[config.mk]
export PLATFORM = sky130hd
export DESIGN_NAME = rtc_prescaler
export DESIGN_NICKNAME = d
export VERILOG_FILES = /design/src/rtl/rtc_pre_pkg.sv /design/src/rtl/rtc_pre_free_stage.sv /design/src/rtl/rtc_pre_gated_stage.sv /design/src/rtl/rtc_pre_irq_gate.sv /design/src/rtl/rtc_prescaler.sv
export SDC_FILE = /design/constraint.sdc
export NUM_CORES = 1
export LEC_CHECK = 0
export BUFFER_PORTS_ARGS = -buffer_cell sky130_fd_sc_hd__buf_2
export CAP_MARGIN = 10
export CORE_ASPECT_RATIO = 0.75
export CORE_MARGIN = 3
export CORE_UTILIZATION = 45
export CTS_CLUSTER_DIAMETER = 50
export DETAILED_ROUTE_END_ITERATION = 6
export GPL_TIMING_DRIVEN = 0
export PLACE_DENSITY_LB_ADDON = 0.15
export SLEW_MARGIN = 20
export SYNTH_ARGS = -nofsm -noshare
export SYNTH_HDL_FRONTEND = slang
export SYNTH_SLANG_ARGS = --single-unit
[constraint.sdc]
create_clock -name clk -period 1.6 [get_ports clk]
set_clock_uncertainty 0.1 [all_clocks]
set_input_delay 0 -clock clk [delete_from_list [all_inputs] [get_ports clk]]
set_output_delay 0 -clock clk [all_outputs]
set_load 0.01 [all_outputs]
[src/rtl/rtc_pre_pkg.sv]
package rtc_pre_pkg;
  localparam int DEF_DIV_BITS  = 15;
  localparam int DEF_FREE_BITS = 1;
endpackage

[src/rtl/rtc_pre_free_stage.sv]
module rtc_pre_free_stage #(
  parameter int W = 1
) (
  input  logic         clk,
  input  logic         rst,
  input  logic         clr,
  output logic [W-1:0] cnt_o,
  output logic         carry_o,
  output logic [W-1:0] fall_o
);
  logic [W-1:0] nxt;

  always_comb nxt = clr ? '0 : cnt_o + 1'b1;
  assign carry_o = &cnt_o;

  always_ff @(posedge clk) begin
    if (rst) begin
      cnt_o  <= '0;
      fall_o <= '0;
    end else begin
      cnt_o  <= nxt;
      fall_o <= clr ? '0 : (cnt_o & ~nxt);
    end
  end

  AST_FREE_TOGGLE: assert property (@(posedge clk) disable iff (rst)
    !clr |=> (cnt_o[0] != $past(cnt_o[0])));
endmodule

[src/rtl/rtc_pre_gated_stage.sv]
module rtc_pre_gated_stage #(
  parameter int W = 14
) (
  input  logic         clk,
  input  logic         rst,
  input  logic         clr,
  input  logic         carry_i,
  input  logic         stop_i,
  output logic [W-1:0] cnt_o,
  output logic [W-1:0] fall_o
);
  logic         adv;
  logic [W-1:0] nxt;

  assign adv = carry_i & ~stop_i;

  always_comb begin
    if (clr)      nxt = '0;
    else if (adv) nxt = cnt_o + 1'b1;
    else          nxt = cnt_o;
  end

  always_ff @(posedge clk) begin
    if (rst) begin
      cnt_o  <= '0;
      fall_o <= '0;
    end else begin
      cnt_o  <= nxt;
      fall_o <= clr ? '0 : (cnt_o & ~nxt);
    end
  end

  AST_STOP_HOLD: assert property (@(posedge clk) disable iff (rst)
    (stop_i && !clr) |=> $stable(cnt_o));
  AST_STEP_ONE: assert property (@(posedge clk) disable iff (rst)
    (!clr && carry_i && !stop_i) |=> (cnt_o == $past(cnt_o) + 1'b1));
endmodule

[src/rtl/rtc_pre_irq_gate.sv]
module rtc_pre_irq_gate (
  input  logic clk,
  input  logic rst,
  input  logic swrst_i,
  input  logic cnt_en_i,
  input  logic irq_req_i,
  output logic irq_o
);
  always_ff @(posedge clk) begin
    if (rst) irq_o <= 1'b0;
    else     irq_o <= irq_req_i & cnt_en_i & ~swrst_i;
  end

  AST_IRQ_QUIET: assert property (@(posedge clk) disable iff (rst)
    swrst_i |=> !irq_o);
  AST_IRQ_NEEDS_EN: assert property (@(posedge clk) disable iff (rst)
    !cnt_en_i |=> !irq_o);
endmodule

[src/rtl/rtc_prescaler.sv]
module rtc_prescaler
  import rtc_pre_pkg::*;
#(
  parameter int DIV_BITS  = DEF_DIV_BITS,
  parameter int FREE_BITS = DEF_FREE_BITS
) (
  input  logic                clk,
  input  logic                rst,
  input  logic                stop_i,
  input  logic                swrst_i,
  input  logic                cnt_en_i,
  input  logic                irq_req_i,
  output logic [DIV_BITS-1:0] tap_o,
  output logic                tick_o,
  output logic                irq_o
);
  localparam int GATED_BITS = DIV_BITS - FREE_BITS;

  logic [FREE_BITS-1:0]  free_cnt;
  logic [FREE_BITS-1:0]  free_fall;
  logic                  free_carry;
  logic [GATED_BITS-1:0] gated_cnt;
  logic [GATED_BITS-1:0] gated_fall;
  logic                  wrap_now;

  rtc_pre_free_stage #(.W(FREE_BITS)) u_free (
    .clk     (clk),
    .rst     (rst),
    .clr     (swrst_i),
    .cnt_o   (free_cnt),
    .carry_o (free_carry),
    .fall_o  (free_fall)
  );

  rtc_pre_gated_stage #(.W(GATED_BITS)) u_gated (
    .clk     (clk),
    .rst     (rst),
    .clr     (swrst_i),
    .carry_i (free_carry),
    .stop_i  (stop_i),
    .cnt_o   (gated_cnt),
    .fall_o  (gated_fall)
  );

  rtc_pre_irq_gate u_irq (
    .clk       (clk),
    .rst       (rst),
    .swrst_i   (swrst_i),
    .cnt_en_i  (cnt_en_i),
    .irq_req_i (irq_req_i),
    .irq_o     (irq_o)
  );

  assign tap_o    = {gated_fall, free_fall};
  assign wrap_now = (&free_cnt) & (&gated_cnt) & ~stop_i & ~swrst_i;

  always_ff @(posedge clk) begin
    if (rst) tick_o <= 1'b0;
    else     tick_o <= wrap_now;
  end

  AST_TICK_TAPS: assert property (@(posedge clk) disable iff (rst)
    tick_o |-> (&tap_o));
  AST_SWRST_CLEAR: assert property (@(posedge clk) disable iff (rst)
    swrst_i |=> (tap_o == '0 && !tick_o));
  AST_STOP_NO_TICK: assert property (@(posedge clk) disable iff (rst)
    stop_i |=> !tick_o);
endmodule

==> results.md <==
- Antenna violations before repair: 0
- Util after Layout: 63.7%
- Critical Path AT: 1.72 ns
- Die Span Y: 50.3 µm
- Clock share of power: a little under half
- Flops & latches, synth: 32
- Lkg Pwr: about 0.64 nW
- TritonCTS Buffers: 5
- CP top delay family: simple AND/OR/NAND/NOR gates
- Total global routing track utilization: ~16%
- Leading post-synthesis cells by cell area: dfxtp_1, nor2_1, xnor2_1, nand2_1, nor3_1
- Sequential share of the synthesized area: between 50% and 60%
- Pwr dens: 1010 nW/µm²
- Root Buffer: clkbuf_4
- Fin crit share: 95.7%
- Yosys Warn Count: 0
- Final hold violations: 0
- Via count: approximately 920
- Most common cell after layout, fill and taps aside: dfxtp_1
- Clk sinks: 32
- Worst path required time: ~1.8 ns
- Worst Setup End Kind: flip-flop
- 1st-pass router iterations: 4
- Sw frac: between 10% and 20%
- DP HPWL: 1.50 mm
- Yosys cell types: 30
- DR WL/cell: roughly 12 µm
- Power Internal: approximately 1.2 mW
- Slew Limit Fails: 0
- Final instance area: 1520 µm²
- R2r startpoint: u_gated.cnt_o[4]$_SDFF_PP0_
- Nets: ~160
- Startpoint Class: flip-flop
- Core area: roughly 2400 µm²
- # diodes: 0
- Worst Path Max Fanout: 7
- Share of cells above drive strength 1: a little under a third
- Fmax: ~650 MHz
- Cell area after synthesis: approximately 1200 µm²
- MaxCap Viol Count: 0
- Cell taking the most area after synthesis: dfxtp_1
- Initial DRC count: 28
- Via density: 4.90
- Buffer and inverter count on the worst path: 0
- Hold Path Depth: 3
- Vias in the first global route: a little under 900
- Num rows: 15
- Global-route wire length before repair: roughly 4 mm
- Post-Route WL: around 2.3 mm
- Logic pwr share: 2.8%
- Status: complete, no violations
- FF-to-FF setup slack: around 0.07 ns
- WP depth: 3
- Setup violators final: 0
- CTS tree: done
- CP max stage cell: or4_4
- DRC violations left: 0
- Reg power frac: between 50% and 60%
- H-tree Lvls: 2
- Port Buffer Count: 22
- CP peak stage delay: roughly 0.60 ns
- Routed Antenna Nets: 0
- Least-Margin Pin Slew: around 0.44 ns
- Die area: ~3300 µm²
- P_sw: 0.305 mW
- RePlAce Congestion: approximately 0.76
- Slew headroom: a little over two thirds
- Die extent in x: roughly 65 µm
- Hold_sp: irq_req_i
- Clk_lat worst skew: approximately 0.35 ns
- Mean cell area of the mapped netlist: ~10 µm²
- Cells after Synth: around 120
- RSZ-0062 raised after global routing: no
- Syn-to-layout area delta: 29.2%
- Most frequent cells in the layout: dfxtp_1, nor2_1, buf_2, nand2_1, xnor2_1
- Share of the synthesized area in the top cell type: a little over half
- Synthesized net count: between 100 and 150
- Peak VDD IR: around 0.00056 V
- Setup Buffers After CTS: 0
- Clk buf depth: 2
- Worst Setup Path Type: reg2reg
- Min Tclk post-route: approximately 1.5 ns
- Worst min-delay path class: in2reg
- Post-DP Area: between 1000 and 1500 µm²
- Ports: 23
- Reg clk slew, reported paths: 0.10 ns
- Overflow after GRT: 0
- Reg2Reg Depth: 3
- Worst path cell trace: nand2_1 -> or4_4 -> nor2_1
- Largest net degree at the start of global routing: 11
- WHS Endpoint: u_irq.irq_o$_SDFF_PP0_
- Reg-to-reg endpoint: u_gated.fall_o[12]$_SDFF_PP0_
- Initial core utilization: 49.3%
- Fin Hold WS: between 0.3 and 0.4 ns
synthesized netlist by cell type:
cell type   n
nand3_1     3
o311ai_1    1
inv_1       3
xnor2_1     9
nor3_2      1
nand4b_4    1
xor2_1      2
and3_1      3
nor4_2      1
nor4_1      4
clkbuf_1    2
nand4_2     1
nor2_1     23
a21oi_1     1
nand4_1     3
nor2b_1     1
mux2i_1     1
nand4_4     1
buf_4       1
nor3_1      6
ha_1        1
nand3b_2    1
dfxtp_1    32
or4_4       1
or3_2       1
or2_1       1
and2_1      1
or2_4       1
and4b_1     1
nand2_1     9
power by group through the flow:
| stage | Clock [mW] | Combinational (mW) | Sequential (mW) |
|---|---|---|---|
| global placement | 0 | 0.0312 | 0.821 |
| global route | 0.746 | 0.0480 | 0.802 |
| finish | 0.695 | 0.0433 | 0.801 |
| floorplan | 0 | 0.0182 | 0.821 |
| CTS | 0.701 | 0.0421 | 0.803 |
| detailed placement | 0 | 0.0314 | 0.821 |
flip-flops by register name (all words and copies together), names as in the netlist:
register,flops
u_free.carry_o,1
u_gated.fall_o,14
tick_o,1
u_free.fall_o,1
u_gated.cnt_o,14
u_irq.irq_o,1
worst register-to-register path: cells and delay by family (launching register included):
| kind | cells | cell delay (ns) |
|---|---|---|
| flip-flops | 1 | 0.41 |
| AND/OR/NAND/NOR | 3 | 0.96 |
worst max-delay path by stage:
stage | slack, ns | endpoint | startpoint
CTS | 0.04 | u_irq.irq_o$_SDFF_PP0_ | swrst_i
floorplan | 0.07 | u_gated.fall_o[12]$_SDFF_PP0_ | u_gated.cnt_o[1]$_SDFF_PP0_
global route | 0.01 | tick_o$_SDFF_PP0_ | u_gated.cnt_o[5]$_SDFF_PP0_
global placement | -0.06 | tick_o$_SDFF_PP0_ | u_gated.cnt_o[1]$_SDFF_PP0_
detailed placement | -0.09 | u_gated.fall_o[12]$_SDFF_PP0_ | u_gated.cnt_o[1]$_SDFF_PP0_
finish | 0.07 | u_gated.fall_o[12]$_SDFF_PP0_ | u_gated.cnt_o[4]$_SDFF_PP0_
per-stage QoR:
stage / power, mW / setup TNS (ns) / setup slack [ns] / cells
2_1_floorplan: 0.839 / 0 / 0.0738 / 117
4_1_cts: 1.55 / 0 / 0.0360 / 187
3_3_place_gp: 0.852 / -0.204 / -0.0621 / 173
5_1_grt: 1.60 / 0 / 0.0138 / 187
6_report: 1.54 / 0 / 0.0689 / 187
3_5_place_dp: 0.853 / -0.315 / -0.0899 / 173
area by class of cell:
| cell class | count | area, µm² |
|---|---|---|
| multi-input combinational | 79 | 529 |
| buffer | 3 | 15.0 |
| fill | 207 | 866 |
| sequential | 32 | 652 |
| timing repair buffer | 28 | 173 |
| clock buffer | 7 | 65.1 |
| inverter | 3 | 11.3 |
| clock inverter | 1 | 30.0 |
| tap | 34 | 42.5 |
layer usage:
metal	GRT usage, %	routed length [µm]
met5	0	0
met2	24.3	934
met1	20.2	1150
met3	5.37	137
met4	10.5	53
kinds of logic (layout without fill, tap and decap cells):
| family | Yosys count | in the layout | synth area share, % |
|---|---|---|---|
| adder cells (fa/ha/maj) | 1 | 1 | 1.06 |
| flip-flops | 32 | 32 | 54.5 |
| AND/OR/NAND/NOR | 64 | 64 | 31.9 |
| buffers and inverters | 6 | 42 | 2.24 |
| AO/OA/AOI/OAI | 2 | 2 | 1.17 |
| multiplexers | 1 | 1 | 0.852 |
| XOR/XNOR | 11 | 11 | 8.20 |
timing repair:
action | CTS | global route
hold endpoints to repair | 13 | 0
gates resized for setup | 4 | 8
hold buffers | 6 | 0
cloned | 0 | 0
pin swaps | 0 | 1
setup endpoints to repair | 6 | 8
Power figures use the tool's default switching activity.
